--- src/rtl/xbar_pkg.sv ---
package xbar_pkg;
    localparam int unsigned XB_NUM_MST = 3;
    localparam int unsigned XB_NUM_TGT = 4;

    typedef enum logic [1:0] {
        MST_DMA  = 2'd0,
        MST_HOST = 2'd1,
        MST_CPU  = 2'd2
    } mst_id_e;

    typedef enum logic [1:0] {
        TGT_IMEM = 2'd0,
        TGT_XMEM = 2'd1,
        TGT_PERA = 2'd2,
        TGT_PERB = 2'd3
    } tgt_id_e;

    // bit m*NUM_TGT+t enables master m -> target t; host lacks peripheral paths
    localparam logic [XB_NUM_MST*XB_NUM_TGT-1:0] XB_DEFAULT_CONN = 12'hF3F;
endpackage

--- src/rtl/xbar_req_decode.sv ---
module xbar_req_decode #(
    parameter int unsigned NT = 4,
    parameter int unsigned TW = 2,
    parameter logic [NT-1:0] ROW_CONN = '1
) (
    input  logic          req,
    input  logic [TW-1:0] tgt,
    output logic [NT-1:0] want,
    output logic          err
);
    logic legal;

    always_comb begin
        legal = 1'b0;
        want  = '0;
        for (int t = 0; t < int'(NT); t++) begin
            if (int'(tgt) == t) begin
                legal = ROW_CONN[t];
            end
        end
        for (int t = 0; t < int'(NT); t++) begin
            want[t] = req && legal && (int'(tgt) == t);
        end
        err = req && !legal;
    end
endmodule

--- src/rtl/xbar_prio_arb.sv ---
module xbar_prio_arb #(
    parameter int unsigned N = 3
) (
    input  logic [N-1:0] req,
    output logic [N-1:0] gnt
);
    logic taken;

    // index 0 has the highest priority
    always_comb begin
        gnt   = '0;
        taken = 1'b0;
        for (int i = 0; i < int'(N); i++) begin
            if (req[i] && !taken) begin
                gnt[i] = 1'b1;
                taken  = 1'b1;
            end
        end
    end
endmodule

--- src/rtl/xbar_fixed_prio.sv ---
module xbar_fixed_prio
    import xbar_pkg::*;
#(
    parameter int unsigned NM = XB_NUM_MST,
    parameter int unsigned NT = XB_NUM_TGT,
    parameter int unsigned TW = (NT > 1) ? $clog2(NT) : 1,
    parameter int unsigned AW = 16,
    parameter int unsigned DW = 32,
    parameter logic [NM*NT-1:0] CONN = XB_DEFAULT_CONN
) (
    input  logic             clk,
    input  logic             rst_n,
    input  logic [NM-1:0]    m_req,
    input  logic [NM*TW-1:0] m_tgt,
    input  logic [NM*AW-1:0] m_addr,
    input  logic [NM*DW-1:0] m_wdata,
    input  logic [NM-1:0]    m_we,
    output logic [NM-1:0]    m_gnt,
    output logic [NM-1:0]    m_err,
    output logic [NM-1:0]    m_rvalid,
    output logic [NM*DW-1:0] m_rdata,
    output logic [NT-1:0]    t_sel,
    output logic [NT*AW-1:0] t_addr,
    output logic [NT*DW-1:0] t_wdata,
    output logic [NT-1:0]    t_we,
    input  logic [NT*DW-1:0] t_rdata
);
    localparam int unsigned MW = (NM > 1) ? $clog2(NM) : 1;

    typedef struct packed {
        logic [NT-1:0]         rd_pend;
        logic [NT-1:0][MW-1:0] rd_mst;
    } xb_state_t;

    xb_state_t st_d, st_q;

    logic [NT-1:0] want [NM];
    logic [NM-1:0] col  [NT];
    logic [NM-1:0] win  [NT];
    logic [NT-1:0][MW-1:0] win_idx;

    // per-master request decode against the connectivity mask
    for (genvar m = 0; m < NM; m++) begin : g_dec
        xbar_req_decode #(
            .NT(NT), .TW(TW), .ROW_CONN(CONN[m*NT +: NT])
        ) i_dec (
            .req  (m_req[m]),
            .tgt  (m_tgt[m*TW +: TW]),
            .want (want[m]),
            .err  (m_err[m])
        );
    end

    // one fixed-priority arbiter per target
    for (genvar t = 0; t < NT; t++) begin : g_arb
        for (genvar m = 0; m < NM; m++) begin : g_col
            assign col[t][m] = want[m][t];
        end
        xbar_prio_arb #(.N(NM)) i_arb (
            .req (col[t]),
            .gnt (win[t])
        );
    end

    // routing and next-state computation
    always_comb begin
        m_gnt   = '0;
        t_sel   = '0;
        t_addr  = '0;
        t_wdata = '0;
        t_we    = '0;
        win_idx = '0;
        for (int t = 0; t < int'(NT); t++) begin
            for (int m = 0; m < int'(NM); m++) begin
                if (win[t][m]) begin
                    m_gnt[m]             = 1'b1;
                    t_sel[t]             = 1'b1;
                    t_addr[t*AW +: AW]   = m_addr[m*AW +: AW];
                    t_wdata[t*DW +: DW]  = m_wdata[m*DW +: DW];
                    t_we[t]              = m_we[m];
                    win_idx[t]           = MW'(m);
                end
            end
        end
        st_d = st_q;
        for (int t = 0; t < int'(NT); t++) begin
            st_d.rd_pend[t] = t_sel[t] && !t_we[t];
            st_d.rd_mst[t]  = win_idx[t];
        end
    end

    // read response steering from registered route
    always_comb begin
        m_rvalid = '0;
        m_rdata  = '0;
        for (int t = 0; t < int'(NT); t++) begin
            if (st_q.rd_pend[t]) begin
                m_rvalid[st_q.rd_mst[t]]           = 1'b1;
                m_rdata[st_q.rd_mst[t]*DW +: DW]   = t_rdata[t*DW +: DW];
            end
        end
    end

    always_ff @(posedge clk) begin
        if (!rst_n) begin
            st_q <= '0;
        end else begin
            st_q <= st_d;
        end
    end
endmodule

--- config.mk ---
export PLATFORM = sky130hd
export DESIGN_NAME = xbar_fixed_prio
export DESIGN_NICKNAME = d
export VERILOG_FILES = /design/src/rtl/xbar_pkg.sv /design/src/rtl/xbar_req_decode.sv /design/src/rtl/xbar_prio_arb.sv /design/src/rtl/xbar_fixed_prio.sv
export SDC_FILE = /design/constraint.sdc
export NUM_CORES = 1
export LEC_CHECK = 0
export BUFFER_PORTS_ARGS = -buffer_cell sky130_fd_sc_hd__buf_2
export CORE_AREA = 2 2 228 230
export DETAILED_ROUTE_END_ITERATION = 10
export DIE_AREA = 0 0 230 232
export PLACE_DENSITY = 0.4
export SYNTH_ARGS = -nofsm -noshare
export SYNTH_HDL_FRONTEND = slang
export SYNTH_SLANG_ARGS = --single-unit
export TNS_END_PERCENT = 100
--- constraint.sdc ---
create_clock -name clk -period 4.2 [get_ports clk]
set_clock_uncertainty 0.2 [all_clocks]
set_input_delay 0.21 -clock clk [delete_from_list [all_inputs] [get_ports clk]]
set_output_delay 0.21 -clock clk [all_outputs]
set_load 0.03 [all_outputs]
Word level (Yosys, flattened, before mapping). Cells that the tools add are included.

$add $sub $neg: 4. $lt $le $gt $ge: 8. Eq/ne operators: 9. Shift-type cells: 8. Mux-type cells: 114. Bitwise logic cells: 5. Reductions and logical operators: 56.

Operators with widths (number): $mux W32 (12); $mux W96 (4); $shift A32 B34 Y96 const A (4); $shiftx A32 B34 Y96 (4); $bwmux W96 (3); $mux W16 (12); $neg A7 Y34 (4); $and A96 B96 Y96 (1); $mux W1 (71); $logic_and A1 B1 Y1 (34); $logic_not A1 Y1 (15); $eq A2 B2 Y1 const B (6); $lt A2 B3 Y1 const B (4); $mux W3 (4); $or A3 B3 Y3 (3); $demux W1 S2 (4); $ge A2 B1 Y1 const B (4); $mux W2 (4); $reduce_or A2 Y1 (4); $eq A2 B1 Y1 const B (3); $logic_not A2 Y1 (3); $not A1 Y1 (1).

Flip-flop bits (word level): 12. Input bits: 286. Output and inout bits: 305. Logic and storage cells: 213.

Logic depth before layout (Yosys ltp).
Depth in word-level cells: 18. Mapped depth: 8.

Cells and area by module. Synthesis repeated with hierarchy kept, for this count alone.

Cells, all modules: 1552. Area, all modules: 8144.1 µm².

Modules (own cells, without submodules): xbar_fixed_prio (instances 1, cells each 1522, area each 7893.8 µm², sequential area each 240.2 µm²); xbar_prio_arb (instances 4, cells each 3, area each 26.3 µm², sequential area each 0.0 µm²); xbar_req_decode (g_dec[0].i_dec ...) (instances 2, cells each 6, area each 48.8 µm², sequential area each 0.0 µm²); xbar_req_decode (g_dec[1].i_dec) (instances 1, cells each 6, area each 47.5 µm², sequential area each 0.0 µm²).

Worst setup path after synthesis. Ideal clock, no wire load.

Kind: register -> output. Start point: register st_q[0] in the netlist's numbering. End point: output port m_rdata[65]. Arrival time: 2.205 ns. Required time: 3.790 ns. Setup slack: 1.585 ns. Stages on the path, launching flop included: 8. Path buffers: 1. Cell sequence: dfxtp_1 inv_1 ha_1 nand3b_1 a2111oi_4 buf_4 a221oi_1 o21ai_1.

Word-level cells in the longest chain between the ends: 10.

RTL lines: start, declared (RTL line xbar_fixed_prio.sv:35) `xb_state_t st_d, st_q;`; start signal, assigned (RTL line xbar_fixed_prio.sv:108) `st_q <= st_d;`; $neg A7 Y34 * (RTL line xbar_fixed_prio.sv:99) `m_rdata[st_q.rd_mst[t]*DW +: DW] = t_rdata[t*DW +: DW];`; $shiftx A32 B34 Y96 or $shift A32 B34 Y96 (tied branches) (RTL line xbar_fixed_prio.sv:99); $and A96 B96 Y96 (no line) *; $mux W96 * (RTL line xbar_fixed_prio.sv:97) `if (st_q.rd_pend[t]) begin`; $bwmux W96 (RTL line xbar_fixed_prio.sv:99); $mux W96 * (RTL line xbar_fixed_prio.sv:97); $bwmux W96 (RTL line xbar_fixed_prio.sv:99); $mux W96 * (RTL line xbar_fixed_prio.sv:97); $bwmux W96 (RTL line xbar_fixed_prio.sv:99); $mux W96 * (RTL line xbar_fixed_prio.sv:97); end, declared (RTL line xbar_fixed_prio.sv:21) `output logic [NM*DW-1:0] m_rdata,`.

Mark *: on every way between the ends. The rest lies on a longest branch, timed or not.

Final worst setup path.
Start point: register st_q[2] in the netlist's numbering. End point: output port m_rdata[78].

Word-level cells in the longest chain between the ends: 8.

RTL lines (RTL line): $neg A7 Y34 * (xbar_fixed_prio.sv:99); $shiftx A32 B34 Y96 or $shift A32 B34 Y96 (tied branches) (xbar_fixed_prio.sv:99); $bwmux W96 * (xbar_fixed_prio.sv:99); $mux W96 * (xbar_fixed_prio.sv:97); $bwmux W96 (xbar_fixed_prio.sv:99); $mux W96 * (xbar_fixed_prio.sv:97); $bwmux W96 (xbar_fixed_prio.sv:99); $mux W96 * (xbar_fixed_prio.sv:97).

Marked as above.

==> run summary <==
CTS tree: done
LEAKAGE: 5.001 nW
Number of flip-flops in the largest register: 12
Initial antenna violation count: 7
Ys async rst share: 0%
Least-Margin Pin Slew: 1.068 ns
Nets: 1844
Most frequent cell after synthesis: nor2_1
Biggest register: st_q
Row cnt: 83
Iteration-0 DRC Markers: 885
Period utilization: 87.86%
Via/cell ratio: 5.089
GRT Total Usage: 16.88%
Power Density: 154.6 mW/mm^2
Critical path capture point type: output port
Netlist Area Pre-Place: 0.006447 sq mm
Post-CTS Resized: 0
DP Wirelength: 38.30 mm
Number of buffers added on ports: 588
CTS clk-pin slew, worst paths: 0.04 ns
Largest registers: st_q (12)
Cells after DPL: 2211
Detailed-route DRC error count: 0
Htree depth: 1
Bufs on Longest Clock Path: 2
Number of clock sinks: 12
Synth cell count leaders: nor2_1 (198), a221oi_1 (193), nand2_1 (105), a21oi_1 (101), a22o_1 (98)
Setup_tns: 0 ns
Post-synth top area share: 26.22%
Fin. Hold Viols: 0
DR pass1 iterations: 5
Ys flop type: dfxtp_1
Setup violators final: 0
Die Ht: 232 microns
Psw: 0.9231 mW
Die ar.: 0.05336 sq mm
Worst slew margin: 28.65%
Fmax: 0.2710 GHz
Post-CTS setup repair buffer count: 0
CTS Buf Count: 3
Antenna-violating nets left: 0
Die width: 230 microns
Comb pwr share: 79.3%
Avg Inst Size Synth: 6.211 sq um
Cell accounting for the most synthesized area: a221oi_1
Final Hold Slack: 0.06564 ns
GP Congestion: 0.9400
Remaining Overflow, GRT: 0
Critical path peak fanout: 18
Crit path kind: register to output port
Cell Int Power: 0.6333 mW
WP data arrival: 3.28 ns
DRT Wirelength: 48.74 mm
Vias in the first global route: 10580
Post-Layout Cell Count: 2217
Core area: 0.05089 sq mm
CTS Hold Bufs: 0
Avg WL per Cell: 21.98 microns
Min Tclk post-route: 3.690 ns
Clock share of power: 12.4%
Flops & latches, synth: 12
Mapped Cells: 1038
Share of layout cells above drive strength 1: 42.35%
Synth area leaders: a221oi_1 (26%), a22o_1 (13%), nor2_1 (12%)
Sequential share of the synthesized area: 3.726%
First-pass GRT wire length: 71.08 mm
Syn-to-layout area delta: 56.10%
RSZ-0062 raised after global routing: no
Status: completed
Sequential power share: 8.3%
Worst hold path type: input pin to register
# Max-Cap Violations: 0
VDD IR max: 0.1485 mV
Number of synthesized flops with an enable pin: 0
WP data required: 3.79 ns
Synth warnings: 0
Root Buffer: clkbuf_16
Startpoint types: register
Switching share of power: 59.31%
Initial core utilization: 12.67%
I/O pin cnt: 591
Routed vias: 11280
Largest net degree at the start of global routing: 53
Slew Limit Fails: 0
Yosys cell types: 44
final timing paths:
kind,from,endpoint,cells past startpoint
worst max-delay path,st_q[2],m_rdata[78],8
worst min-delay path,rst_n,st_q[8],3
cells by family (layout without fill, tap and decap cells):
logic type	after synthesis	after routing	share of synthesized area, %
AO/OA/AOI/OAI	505	505	57.89
AND/OR/NAND/NOR	355	355	23.66
buffers and inverters	143	637	10.40
adder cells (fa/ha/maj)	22	22	4.269
flip-flops	12	12	3.726
other	1	6	0.05816
worst max-delay path, cell delays in order (launching register included):
cell,delay [ns]
dfxtp_1,0.51
inv_1,0.16
ha_1,0.37
nand3b_1,0.17
nor3b_4,0.92
buf_4,0.37
a221oi_1,0.11
o21ai_1,0.18
buf_2,0.22
power by group through the flow:
stage	registers, mW	clock network (mW)	logic [mW]
6_report	0.129	0.194	1.23
5_1_grt	0.130	0.204	1.31
4_1_cts	0.129	0.200	1.23
3_5_place_dp	0.131	0	1.23
3_3_place_gp	0.131	0	1.23
2_1_floorplan	0.125	0	0.691
metrics by stage:
stage | instance area [sq um] | total power, mW | utilization, % | worst slack (ns)
3_5_place_dp | 9971 | 1.360 | 19.59 | 0.8508
3_3_place_gp | 9971 | 1.357 | 19.59 | 0.9125
5_1_grt | 10060 | 1.642 | 19.77 | 0.4125
2_1_floorplan | 6459 | 0.8156 | - | 1.585
6_report | 10060 | 1.556 | 19.78 | 0.5100
4_1_cts | 10060 | 1.562 | 19.77 | 0.5858
final cells by class:
cell class                      instances  area, sq um
Multi-Input combinational cell        886         5632
Inverter                               12        45.04
Clock buffer                            4        88.84
Timing Repair Buffer                  621         3203
Antenna cell                            2        5.005
Tap cell                              680        850.8
Fill cell                            5887        40820
Sequential cell                        12        240.2
placed cells by master (no fill, tap or decap), drive strengths merged, types with 2 or more instances in the layout:
master	count
a2111oi	3
a211oi	3
a21oi	103
a221oi	193
a22o	98
a22oi	6
and2	5
and3	3
and3b	2
buf	621
clkbuf	4
conb	4
dfxtp	12
diode	2
ha	22
inv	12
nand2	105
nand2b	2
nand3	4
nand3b	6
nor2	204
nor2b	2
nor3	7
nor3b	4
nor4	2
o21ai	97
or3b	4
routing by layer:
layer	global-route usage, %	wire, microns	up-vias
met2	28.45	23110	749
met4	4.577	1395	8
met3	2.628	4170	87
met5	0	55	-
li1	-	-	5032
met1	22.25	20010	5407
No activity file was read; power rests on OpenSTA's default activity.
